<file path="config.mk">
export PLATFORM = sky130hd
export DESIGN_NAME = pic8_top
export DESIGN_NICKNAME = d
export VERILOG_FILES = /design/src/rtl/pic8_pkg.sv /design/src/rtl/pic8_prio_pick.sv /design/src/rtl/pic8_req_latch.sv /design/src/rtl/pic8_top.sv
export SDC_FILE = /design/constraint.sdc
export NUM_CORES = 1
export LEC_CHECK = 0
export ABC_AREA = 1
export BUFFER_PORTS_ARGS = -buffer_cell sky130_fd_sc_hd__buf_2
export CORE_UTILIZATION = 55
export CTS_CLUSTER_SIZE = 8
export DETAILED_ROUTE_END_ITERATION = 8
export GPL_TIMING_DRIVEN = 0
export PLACE_DENSITY = 0.85
export SYNTH_ARGS = -nofsm -noshare
export SYNTH_HDL_FRONTEND = slang
export SYNTH_SLANG_ARGS = --single-unit
</file>
<file path="constraint.sdc">
create_clock -name clk -period 5.05 [get_ports clk]
set_input_delay 0.505 -clock clk [delete_from_list [all_inputs] [get_ports clk]]
set_output_delay 0.505 -clock clk [all_outputs]
set_load 0.01 [all_outputs]
</file>
<file path="src/rtl/pic8_pkg.sv">
package pic8_pkg;

    typedef enum logic [2:0] {
        ST_UNINIT = 3'd0,
        ST_W2     = 3'd1,
        ST_W3     = 3'd2,
        ST_W4     = 3'd3,
        ST_RUN    = 3'd4
    } pic8_init_e;

    // end-of-interrupt command codes, bits 7:5 of an operation write
    localparam logic [2:0] CMD_ROT_AEOI_CLR = 3'b000;
    localparam logic [2:0] CMD_EOI_NS       = 3'b001;
    localparam logic [2:0] CMD_NOP          = 3'b010;
    localparam logic [2:0] CMD_EOI_SP       = 3'b011;
    localparam logic [2:0] CMD_ROT_AEOI_SET = 3'b100;
    localparam logic [2:0] CMD_ROT_NS       = 3'b101;
    localparam logic [2:0] CMD_SET_PRIO     = 3'b110;
    localparam logic [2:0] CMD_ROT_SP       = 3'b111;

endpackage

</file>
<file path="src/rtl/pic8_prio_pick.sv">
// Finds the highest-ranked set bit of a vector under a rotating order.
// The level after low_i ranks first (rank 0); low_i itself ranks last.
module pic8_prio_pick #(
    parameter int NUM_IRQ = 8,
    parameter int LVL_W   = $clog2(NUM_IRQ)
) (
    input  logic [NUM_IRQ-1:0] vec_i,
    input  logic [LVL_W-1:0]   low_i,
    output logic               valid_o,
    output logic [LVL_W-1:0]   lvl_o,
    output logic [LVL_W-1:0]   rank_o
);
    always_comb begin
        valid_o = 1'b0;
        lvl_o   = '0;
        rank_o  = '0;
        for (int k = NUM_IRQ - 1; k >= 0; k--) begin
            if (vec_i[LVL_W'(low_i + LVL_W'(k + 1))]) begin
                valid_o = 1'b1;
                lvl_o   = LVL_W'(low_i + LVL_W'(k + 1));
                rank_o  = LVL_W'(k);
            end
        end
    end
endmodule

</file>
<file path="src/rtl/pic8_req_latch.sv">
// Pending-request register with edge or level sensing.
module pic8_req_latch #(
    parameter int NUM_IRQ = 8
) (
    input  logic               clk,
    input  logic               rst_n,
    input  logic [NUM_IRQ-1:0] irq_i,
    input  logic               lvl_mode_i,
    input  logic [NUM_IRQ-1:0] clr_i,
    output logic [NUM_IRQ-1:0] irr_o
);
    typedef struct packed {
        logic [NUM_IRQ-1:0] prev;
        logic [NUM_IRQ-1:0] irr;
    } lat_t;

    lat_t lat_d, lat_q;

    always_comb begin
        lat_d.prev = irq_i;
        if (lvl_mode_i) begin
            lat_d.irr = irq_i & ~clr_i;
        end else begin
            lat_d.irr = (lat_q.irr | (irq_i & ~lat_q.prev)) & ~clr_i;
        end
    end

    always_ff @(posedge clk) begin
        if (!rst_n) begin
            lat_q <= '0;
        end else begin
            lat_q <= lat_d;
        end
    end

    assign irr_o = lat_q.irr;


    edge_hold_chk: assert property (@(posedge clk) disable iff (!rst_n)
        (!lvl_mode_i && clr_i == '0) |=> ((lat_q.irr & $past(lat_q.irr)) == $past(lat_q.irr)));
endmodule

</file>
<file path="src/rtl/pic8_top.sv">
module pic8_top #(
    parameter int NUM_IRQ = 8,
    parameter int DATA_W  = 8
) (
    input  logic               clk,
    input  logic               rst_n,
    input  logic               wr_i,
    input  logic               rd_i,
    input  logic               addr_i,
    input  logic [DATA_W-1:0]  wdata_i,
    output logic [DATA_W-1:0]  rdata_o,
    input  logic [NUM_IRQ-1:0] irq_i,
    input  logic               ack_i,
    output logic               int_o,
    output logic [DATA_W-1:0]  vec_o
);
    import pic8_pkg::*;

    // NUM_IRQ must be a power of two and equal DATA_W for the command fields
    localparam int LVL_W  = $clog2(NUM_IRQ);
    localparam int BASE_W = DATA_W - LVL_W;
    localparam int PAD_W  = DATA_W - 1 - LVL_W;

    typedef struct packed {
        pic8_init_e          st;
        logic                ltim;
        logic                sngl;
        logic                ic4;
        logic                aeoi;
        logic                sfnm;
        logic [2:0]          mode4;
        logic [BASE_W-1:0]   base;
        logic [DATA_W-1:0]   cas;
        logic [NUM_IRQ-1:0]  imr;
        logic [NUM_IRQ-1:0]  isr;
        logic [LVL_W-1:0]    low;
        logic                rot_aeoi;
        logic                smm;
        logic                sel_irr;
        logic                poll;
    } ctl_t;

    ctl_t d, q;

    logic [NUM_IRQ-1:0] irr, irr_clr;
    logic               cand_v, eff_v, hi_v;
    logic [LVL_W-1:0]   cand_lvl, cand_rank, eff_lvl, eff_rank, hi_lvl, hi_rank;
    logic               int_w, poll_rd, svc;
    logic [LVL_W-1:0]   cmd_lvl;

    pic8_req_latch #(.NUM_IRQ(NUM_IRQ)) u_lat (
        .clk(clk), .rst_n(rst_n), .irq_i(irq_i), .lvl_mode_i(q.ltim),
        .clr_i(irr_clr), .irr_o(irr)
    );

    pic8_prio_pick #(.NUM_IRQ(NUM_IRQ), .LVL_W(LVL_W)) u_cand (
        .vec_i(irr & ~q.imr), .low_i(q.low),
        .valid_o(cand_v), .lvl_o(cand_lvl), .rank_o(cand_rank)
    );

    pic8_prio_pick #(.NUM_IRQ(NUM_IRQ), .LVL_W(LVL_W)) u_block (
        .vec_i(q.smm ? (q.isr & ~q.imr) : q.isr), .low_i(q.low),
        .valid_o(eff_v), .lvl_o(eff_lvl), .rank_o(eff_rank)
    );

    pic8_prio_pick #(.NUM_IRQ(NUM_IRQ), .LVL_W(LVL_W)) u_eoi (
        .vec_i(q.isr), .low_i(q.low),
        .valid_o(hi_v), .lvl_o(hi_lvl), .rank_o(hi_rank)
    );

    assign int_w   = (q.st == ST_RUN) && cand_v && (!eff_v || (cand_rank < eff_rank));
    assign poll_rd = rd_i && !addr_i && q.poll;
    assign svc     = int_w && (ack_i || poll_rd);
    assign cmd_lvl = wdata_i[LVL_W-1:0];

    always_comb begin
        d       = q;
        irr_clr = '0;
        if (poll_rd) d.poll = 1'b0;
        if (svc) begin
            irr_clr[cand_lvl] = 1'b1;
            if (!q.aeoi)         d.isr[cand_lvl] = 1'b1;
            else if (q.rot_aeoi) d.low = cand_lvl;
        end
        if (wr_i) begin
            if (!addr_i && wdata_i[4]) begin
                d.st       = ST_W2;
                d.ic4      = wdata_i[0];
                d.sngl     = wdata_i[1];
                d.ltim     = wdata_i[3];
                d.aeoi     = 1'b0;
                d.sfnm     = 1'b0;
                d.imr      = '0;
                d.isr      = '0;
                d.low      = '1;
                d.rot_aeoi = 1'b0;
                d.smm      = 1'b0;
                d.sel_irr  = 1'b1;
                d.poll     = 1'b0;
                irr_clr    = '1;
            end else begin
                case (q.st)
                    ST_W2: if (addr_i) begin
                        d.base = wdata_i[DATA_W-1:LVL_W];
                        d.st   = !q.sngl ? ST_W3 : (q.ic4 ? ST_W4 : ST_RUN);
                    end
                    ST_W3: if (addr_i) begin
                        d.cas = wdata_i;
                        d.st  = q.ic4 ? ST_W4 : ST_RUN;
                    end
                    ST_W4: if (addr_i) begin
                        d.aeoi  = wdata_i[1];
                        d.sfnm  = wdata_i[4];
                        d.mode4 = {wdata_i[3:2], wdata_i[0]};
                        d.st    = ST_RUN;
                    end
                    ST_RUN: begin
                        if (addr_i) begin
                            d.imr = wdata_i[NUM_IRQ-1:0];
                        end else if (wdata_i[4:3] == 2'b00) begin
                            case (wdata_i[7:5])
                                CMD_EOI_NS:       if (hi_v) d.isr[hi_lvl] = 1'b0;
                                CMD_ROT_NS:       if (hi_v) begin
                                    d.isr[hi_lvl] = 1'b0;
                                    d.low         = hi_lvl;
                                end
                                CMD_EOI_SP:       d.isr[cmd_lvl] = 1'b0;
                                CMD_ROT_SP: begin
                                    d.isr[cmd_lvl] = 1'b0;
                                    d.low          = cmd_lvl;
                                end
                                CMD_SET_PRIO:     d.low = cmd_lvl;
                                CMD_ROT_AEOI_SET: d.rot_aeoi = 1'b1;
                                CMD_ROT_AEOI_CLR: d.rot_aeoi = 1'b0;
                                default:          ;
                            endcase
                        end else if (wdata_i[4:3] == 2'b01) begin
                            if (wdata_i[1]) d.sel_irr = wdata_i[0];
                            if (wdata_i[2]) d.poll    = 1'b1;
                            if (wdata_i[6]) d.smm     = wdata_i[5];
                        end
                    end
                    default: ;
                endcase
            end
        end
    end

    always_ff @(posedge clk) begin
        if (!rst_n) begin
            q         <= '0;
            q.st      <= ST_UNINIT;
            q.low     <= '1;
            q.sel_irr <= 1'b1;
        end else begin
            q <= d;
        end
    end

    always_comb begin
        if (addr_i)       rdata_o = DATA_W'(q.imr);
        else if (q.poll)  rdata_o = {int_w, {PAD_W{1'b0}}, (int_w ? cand_lvl : {LVL_W{1'b0}})};
        else if (q.sel_irr) rdata_o = DATA_W'(irr);
        else              rdata_o = DATA_W'(q.isr);
    end

    assign int_o = int_w;
    assign vec_o = {q.base, (int_w ? cand_lvl : {LVL_W{1'b1}})};


    init_quiet_chk: assert property (@(posedge clk) disable iff (!rst_n)
        (wr_i && !addr_i && wdata_i[4]) |=> !int_o);

    mask_block_chk: assert property (@(posedge clk) disable iff (!rst_n)
        int_o |-> !q.imr[cand_lvl]);

    ack_mark_chk: assert property (@(posedge clk) disable iff (!rst_n)
        (ack_i && int_o && !q.aeoi && !wr_i) |=> (q.isr != '0));

    aeoi_keep_chk: assert property (@(posedge clk) disable iff (!rst_n)
        (ack_i && int_o && q.aeoi && !wr_i) |=> (q.isr == $past(q.isr)));

    poll_once_chk: assert property (@(posedge clk) disable iff (!rst_n)
        (rd_i && !addr_i && q.poll && !wr_i) |=> !q.poll);
endmodule

</file>
==> results.cfg <==
[logic_synthesis]
synth_fp_nets = 836
synth.distinct_cells = 43
ys_seq_area_share_pct = 22.3
yosysWarnings = 0
synth_seq_cells = 51
synth_ff_type = dfxtp_1
async_flop_share_pct = 0
yosysTopAreaCellShare_pct = 22.3
netlist_instances = 810
yosys-top-cells-area = dfxtp_1 (22%), nand2_1 (21%), nand3_1 (10%)
syn_area_um2 = 4580
synth-edff-count = 0
synth_area_per_cell_um2 = 5.65
yosysTopAreaCell = dfxtp_1

[clock_network]
cts_sinks = 51
numCtsBuffers = 5
cts-root-buf = clkbuf_8
path_clk_slew_ns = 0.10
clockBufferDepth = 2
clock_latency_ns = 0.31
hold_buffers = 0
cts_tree = done
htreeDepth = 2

[die]
die_area_um2 = 8690
ioPinCount = 39
rows = 32
start_util_pct = 58.0
die_h_um = 93.2
core_um2 = 7890
die_w_um = 93.2

[sta]
drv_slew = 0
worst_slew_pin_slew_ns = 0.740
slew_headroom_pct = 50.3
setup_viol = 0
fin_crit_sh_pct = 96.6
period_needed_ns = 4.88
hold_violations = 0
fmax_ghz = 0.205
setup_tns_ns = 0
hold_slack_ns = 0.381
skew_ns = 0.00478

[critical_path]
cp-end-kind = output port
cp.depth = 22
required_ns = 4.55
cp_max_fo = 10
critPathArrivalTime_ns = 4.38
endpoint = rdata_o[0]
cpMaxStageDelayCell = ha_1
crit_type = flip-flop to output port
cp_slowest_stage_delay_ns = 0.37
r2r-end = u_lat.irr_o[7]
critical_path_buf_inv_count = 7
rrSetupSlack_ns = 0.91
cpMostUsedCell = nand2_1
startpoint = q[5]
reg2reg_from = q[5]
rr_worst_depth = 22
crit_chain = buf_4, inv_1, buf_4, ha_1, inv_2, nand3_1, o21ai_1, inv_1, a21oi_2, inv_1, nor2_1, nand2_1, a21oi_1, ha_1, a21oi_1, nand2_2, nand2_1, nand2_1, nor2_1, nand2_1, o21ai_0, buf_2
crit_family = buffers and inverters
start_kind = flip-flop

[cells_and_area]
syn2layout_area_growth_pct = 9.67
drive_above_1_share_pct = 11.2
final_common_cell = nand2_1
n_antenna_cell = 0
final_cells = 959
nNetsFinal = 882
fin_util_pct = 63.7
final_cell_mix = nand2_1 (258), inv_1 (101), nand3_1 (94), nor2_1 (73), a21oi_1 (62)

[routing]
ant_nets = 0
drt_iter0_drc = 579
drt-wirelength-per-cell_um = 15.2
dr.pass1.iters = 6
drc_errors = 0
viasPerCell = 5.83
vias = 5593
wl_um = 14500

[power]
peakVddDrop_mv = 0.184
p_per_area_nw_per_um2 = 192
p_leak_nw = 2.56
p_total_mw = 0.965

[global_routing]
grt_first_pass_wirelength_um = 23100
grt_max_degree = 17
antenna_found_initial = 0
grtUsageTotal_pct = 33.6
grt_remaining_overflow = 0
grt_pass1_vias = 4978

[place]
portBuffers = 37
place.gp.congestion = 1.01
dpl.hpwl_um = 11700
place_inst = 949

[run_status]
status = complete, no violations

[hold_path]
worst_hold_path_type = primary input to flip-flop

[job]
maxCapViolations = 0
==> how the worst min path moves through the flow <==
stage / depth (start not counted) / slack, ns / from / to
2_1_floorplan: 2 / 0.42 / q[3] / q[3]
3_3_place_gp: 2 / 0.45 / vec_o[5] / vec_o[5]
3_5_place_dp: 2 / 0.45 / vec_o[5] / vec_o[5]
4_1_cts: 3 / 0.38 / irq_i[2] / u_lat.lat_q[10]
5_1_grt: 3 / 0.40 / irq_i[2] / u_lat.lat_q[10]
6_report: 3 / 0.38 / irq_i[2] / u_lat.lat_q[10]
==> report_power, final <==
part	total, mW	switching, mW	leakage (nW)	internal, mW
sequential	0.432	0.0144	0.417	0.418
clock	0.292	0.144	0.0581	0.148
combinational	0.241	0.166	2.08	0.0743
total	0.965	0.325	2.56	0.640
==> final cells by class <==
type,instances,area (µm²)
clock buffer,5,68.8
multi-input combinational,623,2950
clock inverter,3,43.8
fill,787,2870
sequential,51,1020
tap,102,128
inverter,110,415
buffer,26,195
timing repair buffer,39,200
==> flip-flops by register name, summed over array words and instances, names as in the netlist <==
| register | count |
|---|---|
| q | 30 |
| u_lat.lat_q | 8 |
| u_lat.irr_o | 8 |
| vec_o | 5 |
==> what timing repair did <==
action	CTS	global route
setup buffers	0	2
setup endpoints to repair	0	4
resized for setup	0	2
==> worst register-to-register path, delay by kind of cell (launching register included) <==
kind                       cells  cell delay [ns]
buffers and inverters          6             1.00
DFF                            1             0.35
AOI/OAI and AO/OA              4             0.68
adders and majority gates      2             0.64
and+or+nand+nor               10             1.39
==> cells by family after synthesis <==
family / share of synthesized area [%]
xor gates and xnor gates: 1.56
DFF: 22.3
AOI/OAI and AO/OA: 18.9
adders and majority gates: 1.09
and+or+nand+nor: 42.9
buffers and inverters: 13.3
==> per-layer routing <==
metal  vias up  GRT usage, %  wire [µm]
li1       2724             -          -
met1      2494          43.0       6000
met2       311          54.9       6510
met3        64          5.93       1450
met4         0          15.1        572
met5         -             0          0
==> cell usage after synthesis, types with 2 or more instances <==
master and count:
a211oi_1 2, a21oi_1 62, a22oi_1 5, a31oi_1 5
buf_2 3, buf_4 7, buf_6 5, clkbuf_1 8
dfxtp_1 51, ha_1 4, inv_1 101, inv_2 8
nand2_1 258, nand2_2 4, nand3_1 94, nand3_2 9
nand4_1 8, nor2_1 73, nor3_1 7, o21ai_0 60
o21ai_1 10, o21ai_2 3, o22ai_1 2, xnor2_4 2
==> metrics by stage <==
step,setup slack (ns),cell area [µm²]
2_1_floorplan,1.30,4580
3_3_place_gp,0.707,4890
3_5_place_dp,0.545,4890
4_1_cts,0.168,5000
5_1_grt,-0.00532,5020
6_report,0.170,5020
Note: power is estimated with default switching activity, not from simulation.
